===== src/rtl/slv_fifo_pkg.sv =====
package slv_fifo_pkg;
  localparam int NUM_STB = 3;
  typedef enum logic [1:0] {
    STB_RD = 2'd0,
    STB_WR = 2'd1,
    STB_PE = 2'd2
  } stb_idx_e;
endpackage


===== src/rtl/slv_strobe.sv =====
module slv_strobe (
  input  logic clk_i,
  input  logic rst_ni,
  input  logic sync_mode_i,
  input  logic lvl_i,
  output logic ev_o
);
  logic s1_q, s2_q, s3_q;

  always_ff @(posedge clk_i or negedge rst_ni) begin
    if (!rst_ni) begin
      s1_q <= 1'b0;
      s2_q <= 1'b0;
      s3_q <= 1'b0;
    end else begin
      s1_q <= lvl_i;
      s2_q <= s1_q;
      s3_q <= s2_q;
    end
  end

  // clocked mode: level qualifies the edge; edge mode: one pulse per rise
  assign ev_o = sync_mode_i ? lvl_i : (s2_q & ~s3_q);
endmodule


===== src/rtl/slv_ep_buf.sv =====
module slv_ep_buf #(
  parameter int DW    = 16,
  parameter int DEPTH = 8
) (
  input  logic          clk_i,
  input  logic          rst_ni,
  input  logic          push_i,
  input  logic          pop_i,
  input  logic [DW-1:0] din_i,
  output logic [DW-1:0] head_o,
  output logic          empty_o,
  output logic          full_o,
  output logic          acc_push_o
);
  localparam int PW = (DEPTH > 1) ? $clog2(DEPTH) : 1;
  localparam int CW = $clog2(DEPTH + 1);

  logic [DW-1:0] mem_q [DEPTH];
  logic [PW-1:0] wptr_q, rptr_q;
  logic [CW-1:0] cnt_q;
  logic          do_push, do_pop;

  assign empty_o    = (cnt_q == '0);
  assign full_o     = (cnt_q == CW'(DEPTH));
  assign do_push    = push_i & ~full_o;
  assign do_pop     = pop_i & ~empty_o;
  assign acc_push_o = do_push;
  assign head_o     = mem_q[rptr_q];

  always_ff @(posedge clk_i) begin
    if (do_push) mem_q[wptr_q] <= din_i;
  end

  // DEPTH is a power of two, so pointers wrap naturally
  always_ff @(posedge clk_i or negedge rst_ni) begin
    if (!rst_ni) begin
      wptr_q <= '0;
      rptr_q <= '0;
      cnt_q  <= '0;
    end else begin
      if (do_push) wptr_q <= wptr_q + 1'b1;
      if (do_pop)  rptr_q <= rptr_q + 1'b1;
      case ({do_push, do_pop})
        2'b10:   cnt_q <= cnt_q + 1'b1;
        2'b01:   cnt_q <= cnt_q - 1'b1;
        default: cnt_q <= cnt_q;
      endcase
    end
  end
endmodule


===== src/rtl/slv_pkt_cnt.sv =====
module slv_pkt_cnt #(
  parameter int NUM_EP = 4,
  parameter int LEN_W  = 10,
  localparam int AW    = $clog2(NUM_EP)
) (
  input  logic              clk_i,
  input  logic              rst_ni,
  input  logic [NUM_EP-1:0] acc_push_i,
  input  logic              commit_i,
  input  logic [AW-1:0]     sel_i,
  output logic              valid_o,
  output logic [AW-1:0]     ep_o,
  output logic [LEN_W-1:0]  len_o
);
  logic [LEN_W-1:0] len_q [NUM_EP];
  logic [LEN_W-1:0] len_next;

  assign len_next = len_q[sel_i] + LEN_W'(acc_push_i[sel_i]);

  for (genvar e = 0; e < NUM_EP; e++) begin : g_len
    always_ff @(posedge clk_i or negedge rst_ni) begin
      if (!rst_ni)                            len_q[e] <= '0;
      else if (commit_i && sel_i == AW'(e))  len_q[e] <= '0;
      else if (acc_push_i[e])                 len_q[e] <= len_q[e] + 1'b1;
    end
  end

  always_ff @(posedge clk_i or negedge rst_ni) begin
    if (!rst_ni) begin
      valid_o <= 1'b0;
      ep_o    <= '0;
      len_o   <= '0;
    end else begin
      valid_o <= commit_i;
      if (commit_i) begin
        ep_o  <= sel_i;
        len_o <= len_next;
      end
    end
  end
endmodule


===== src/rtl/slv_fifo_port.sv =====
module slv_fifo_port
  import slv_fifo_pkg::*;
#(
  parameter int NUM_EP = 4,
  parameter int DW     = 16,
  parameter int DEPTH  = 8,
  parameter int LEN_W  = 10,
  localparam int AW    = $clog2(NUM_EP),
  localparam int LANES = DW / 8
) (
  input  logic              clk_i,
  input  logic              rst_ni,
  input  logic              sync_mode_i,
  input  logic [NUM_EP-1:0] cfg_word_i,
  input  logic              cs_ni,
  input  logic              rd_i,
  input  logic              wr_i,
  input  logic              oe_i,
  input  logic              pktend_i,
  input  logic [AW-1:0]     fifo_adr_i,
  input  logic [DW-1:0]     data_i,
  output logic [DW-1:0]     data_o,
  output logic [LANES-1:0]  data_oe_o,
  output logic              empty_o,
  output logic              full_o,
  output logic              pkt_valid_o,
  output logic [AW-1:0]     pkt_ep_o,
  output logic [LEN_W-1:0]  pkt_len_o
);
  logic [NUM_STB-1:0] lvl, ev;
  logic [NUM_EP-1:0]  push_v, pop_v, emp_v, ful_v, acc_v;
  logic [DW-1:0]      head_v [NUM_EP];
  logic [DW-1:0]      din_m, head_sel;
  logic               word_sel, drive;

  assign lvl[STB_RD] = ~cs_ni & rd_i;
  assign lvl[STB_WR] = ~cs_ni & wr_i;
  assign lvl[STB_PE] = ~cs_ni & pktend_i;

  for (genvar s = 0; s < NUM_STB; s++) begin : g_stb
    slv_strobe u_stb (
      .clk_i      (clk_i),
      .rst_ni     (rst_ni),
      .sync_mode_i(sync_mode_i),
      .lvl_i      (lvl[s]),
      .ev_o       (ev[s])
    );
  end

  assign word_sel = cfg_word_i[fifo_adr_i];
  assign din_m    = word_sel ? data_i : {{(DW-8){1'b0}}, data_i[7:0]};

  for (genvar e = 0; e < NUM_EP; e++) begin : g_ep
    assign push_v[e] = ev[STB_WR] && (fifo_adr_i == AW'(e));
    assign pop_v[e]  = ev[STB_RD] && (fifo_adr_i == AW'(e));
    slv_ep_buf #(.DW(DW), .DEPTH(DEPTH)) u_buf (
      .clk_i     (clk_i),
      .rst_ni    (rst_ni),
      .push_i    (push_v[e]),
      .pop_i     (pop_v[e]),
      .din_i     (din_m),
      .head_o    (head_v[e]),
      .empty_o   (emp_v[e]),
      .full_o    (ful_v[e]),
      .acc_push_o(acc_v[e])
    );
  end

  slv_pkt_cnt #(.NUM_EP(NUM_EP), .LEN_W(LEN_W)) u_pkt (
    .clk_i     (clk_i),
    .rst_ni    (rst_ni),
    .acc_push_i(acc_v),
    .commit_i  (ev[STB_PE]),
    .sel_i     (fifo_adr_i),
    .valid_o   (pkt_valid_o),
    .ep_o      (pkt_ep_o),
    .len_o     (pkt_len_o)
  );

  assign empty_o  = emp_v[fifo_adr_i];
  assign full_o   = ful_v[fifo_adr_i];
  assign head_sel = head_v[fifo_adr_i];

  // never drive the bus while the outside device writes
  assign drive     = ~cs_ni & oe_i & ~wr_i;
  assign data_oe_o = !drive ? '0 : (word_sel ? {LANES{1'b1}} : LANES'(1));
  assign data_o    = (!drive || empty_o) ? '0 :
                     (word_sel ? head_sel : {{(DW-8){1'b0}}, head_sel[7:0]});
endmodule


===== config.mk =====
export PLATFORM = sky130hd
export DESIGN_NAME = slv_fifo_port
export DESIGN_NICKNAME = d
export VERILOG_FILES = /design/src/rtl/slv_fifo_pkg.sv /design/src/rtl/slv_strobe.sv /design/src/rtl/slv_ep_buf.sv /design/src/rtl/slv_pkt_cnt.sv /design/src/rtl/slv_fifo_port.sv
export SDC_FILE = /design/constraint.sdc
export NUM_CORES = 1
export LEC_CHECK = 0
export BUFFER_PORTS_ARGS = -buffer_cell sky130_fd_sc_hd__buf_2
export CAP_MARGIN = 20
export CELL_PAD_IN_SITES_DETAIL_PLACEMENT = 0
export CELL_PAD_IN_SITES_GLOBAL_PLACEMENT = 2
export CORE_UTILIZATION = 52
export DETAILED_ROUTE_END_ITERATION = 16
export PLACE_DENSITY_LB_ADDON = 0.1
export SLEW_MARGIN = 20
export SYNTH_ARGS = -nofsm -noshare
export SYNTH_HDL_FRONTEND = slang
export SYNTH_SLANG_ARGS = --single-unit

===== constraint.sdc =====
create_clock -name clk_i -period 7 [get_ports clk_i]
set_clock_uncertainty 0.1 [all_clocks]
set_input_delay 0.7 -clock clk_i [delete_from_list [all_inputs] [get_ports clk_i]]
set_output_delay 0.7 -clock clk_i [all_outputs]
set_load 0.01 [all_outputs]

==> results.toml <==
[clock_network]
clkSinkCount = 614
path_clk_slew_ns = 0.06
clkLatencyLatePin_ns = 0.63
cts_tree = "yes"
cts_resized = 0
numCtsBuffers = 61
postCtsHoldBufs = 0
cts_setup_buffers = 0
cts-root-buf = "clkbuf_16"
max-clock-path-buffers = 3
htreeDepth = 2

[cells_and_area]
layout.nets = 1562
synthToLayoutAreaGrowth_pct = 12.9
final_cell_mix = "512 x edfxtp_1, 139 x mux4_2, 98 x dfrtp_1"
mostFrequentLayoutCell = "edfxtp_1"
n_fill_cell = 3538
drive_above_1_share_pct = 26.1

[timing]
fin_crit_sh_pct = 61.1
slew_violations = 0
slew_headroom_pct = 27.6
clock.fmax_ghz = 0.234
final_hold_viol_count = 0
tns_ns = 0
setup_ws_ns = 2.73
worst_pin_slew_ns = 1.09
fin_crit_ns = 4.27
setup-violations-final = 0
rsz0062_at_grt = "no"

[power_and_ir_drop]
powerDensity_nw_per_um2 = 350
irDropWorstVdd_mv = 0.223
p_leak_nw = 9.74

[setup_path]
path_common_cell = "nor2_1"
r2r_setup_slack_ns = 3.70
crit_arrival_ns = 3.47
slowest_stage = "dfrtp_2"
critPathLaunchType = "flop"
cp-end-kind = "output pin"
crit_required_ns = 6.20
critical_path.max_stage_delay_ns = 0.69
crit_path_max_fanout = 20
setup.worst_path.class = "reg -> out"
rr_endpoint = "g_ep[3].u_buf.cnt_q[2]"
reg2regPathDepth = 9
cp_cell_sequence = "buf_4 > mux4_2 > mux2i_1 > o22ai_1 > nor2_1 > nor2_1 > buf_2"
r2r_start = "g_stb[0].u_stb.s2_q"

[synthesis]
async_reset_ff_share_pct = 16.6
syn-num-nets = 1466
synth_top_area_cell = "edfxtp_1"
synth_area_leaders = "edfxtp_1 61%, mux4_2 12%, dfrtp_1 10%, mux2i_1 2.6%, xor2_1 1.3%"
avgSynthCellArea_um2 = 17.9
synth_cells = 1414
synth-seq-area-share_pct = 70.7
synth_area_um2 = 25400
synthFlopType = "edfxtp_1"
yosys.cell_types.count = 56
synth_edf_count = 512
ys_warn_count = 0
synth_top_area_share_pct = 60.6
ys_seq_elements = 614

[routing]
routed_via_density = 6.04
drc = 0
drt_iter0_drc = 1215
wl_per_cell_um = 26.7
wl_mm = 58.0
route.vias.total = 13100
drtPass1Iterations = 4
ant_nets = 0

[global_routing]
grt_pass1_wl_mm = 85.9
antenna_found_initial = 0
gr-total-overflow = 0
grt_max_degree = 65
grt_use_total_pct = 24.0
first_global_vias = 13200

[floorplan]
row_count = 80
die_y_um = 223
core_um2 = 47900
ios = 63
initial_core_util_pct = 52.9
die_w_um = 223
die_area_um2 = 49700

[placed_design]
gp_congestion = 0.844
dp_hpwl_mm = 36.2
port-buffer-count = 62
place_ws_ns = 2.61

[outcome]
status = "completed"

[hold_path]
min_path_type = "in -> async"

[flow_run]
maxCapViolations = 0
synth_stat cells, types with 3 or more instances:
cell / n
and3_1: 12
nand3b_1: 3
nor2b_1: 5
buf_4: 3
nor3b_1: 18
and2_1: 9
and3b_1: 4
inv_2: 3
o22ai_1: 35
nand3_1: 19
mux4_2: 139
xnor2_1: 27
or3_1: 8
mux2_2: 8
buf_6: 3
buf_1: 9
nor2_1: 77
nand2b_1: 7
nor4_1: 5
o21ai_0: 23
buf_2: 22
dfrtp_1: 102
a211oi_2: 3
mux2i_1: 67
a21oi_1: 17
clkbuf_1: 43
nor3_1: 24
nor4b_2: 4
edfxtp_1: 512
ha_1: 22
nor4b_1: 9
inv_1: 4
xor2_1: 38
nand4_1: 18
nand2_1: 74
o31ai_1: 7
o21a_1: 4
per-layer routing:
metal | part of all wire [%] | wire, µm | vias to the layer above | track usage, %
met5 | 0 | 0 | - | 0
met1 | 44 | 25500 | 6857 | 34.4
met2 | 48 | 27900 | 366 | 38.0
li1 | - | - | 5823 | -
met3 | 5.7 | 3280 | 89 | 4.31
met4 | 2.2 | 1280 | 0 | 6.87
worst max-delay path, delay by kind of cell, from the launching register on:
kind	cells	cell delay (ns)
simple gates	2	0.42
mux	2	0.87
buf+inv	2	0.62
flops	1	0.69
compound gates	1	0.24
worst max-delay path by stage:
| stage | end | slack [ns] | start | cells past startpoint |
|---|---|---|---|---|
| finish | data_o[12] | 2.73 | g_ep[0].u_buf.rptr_q[0] | 7 |
| global route | data_o[12] | 2.43 | g_ep[0].u_buf.rptr_q[0] | 7 |
| CTS | data_o[11] | 2.61 | g_ep[0].u_buf.rptr_q[0] | 7 |
| detailed placement | g_ep[3].u_buf.cnt_q[2] | 2.61 | fifo_adr_i[1] | 10 |
| global placement | g_ep[3].u_buf.cnt_q[2] | 2.73 | fifo_adr_i[1] | 10 |
| floorplan | g_ep[0].u_buf.mem_q[2][0] | 2.81 | sync_mode_i | 6 |
report_power, final:
| part | total, mW | switching, mW | internal [mW] |
|---|---|---|---|
| sequential | 4.57 | 0.399 | 4.17 |
| combinational | 2.22 | 1.13 | 1.09 |
| clock | 3.24 | 1.37 | 1.86 |
final cells by class:
class                   instances  area, µm²  share of cell area (%)
clock inverters                26        297                    1.04
multi-input cells             712       7210                    25.2
repair buffers                113        703                    2.46
diodes                          2       5.00                  0.0175
flip-flops and latches        614      17900                    62.6
well taps                     615        769                    2.69
clock buffers                  83       1680                    5.87
inverters                       8       32.5                   0.114
stage by stage:
| stage | std cells | hold slack (ns) | instance area [µm²] | total power [mW] | util [%] |
|---|---|---|---|---|---|
| after floorplan | 1414 | 0.231 | 25400 | 6.14 | - |
| after global placement | 2061 | 0.240 | 26600 | 6.88 | 55.5 |
| after detailed placement | 2062 | 0.236 | 26600 | 6.90 | 55.6 |
| after CTS | 2171 | 0.117 | 28600 | 10.1 | 59.7 |
| after global routing | 2171 | 0.148 | 28600 | 10.4 | 59.7 |
| final | 2173 | 0.0988 | 28600 | 10.0 | 59.7 |
cells by family (layout without fill, tap and decap cells):
| group | after synthesis | after routing | share of synthesized area, % |
|---|---|---|---|
| other cells | 0 | 2 | 0 |
| compound gates | 106 | 106 | 2.81 |
| flops | 614 | 614 | 70.7 |
| mux | 214 | 214 | 15.3 |
| fa+ha+maj | 22 | 22 | 1.09 |
| simple gates | 305 | 305 | 6.28 |
| buf+inv | 88 | 230 | 1.55 |
| xor+xnor | 65 | 65 | 2.24 |
state kept, by name (all words and copies together) (netlist names):
register and flops:
u_pkt.len_q 40, u_pkt.valid_o 1, g_stb.u_stb.s3_q 3, u_pkt.len_o 10
g_ep.u_buf.cnt_q 16, g_ep.u_buf.wptr_q 12, g_stb.u_stb.s2_q 3, g_ep.u_buf.mem_q 512
u_pkt.ep_o 2, g_stb.u_stb.s1_q 3, g_ep.u_buf.rptr_q 12
Power figures use the tool's default switching activity.
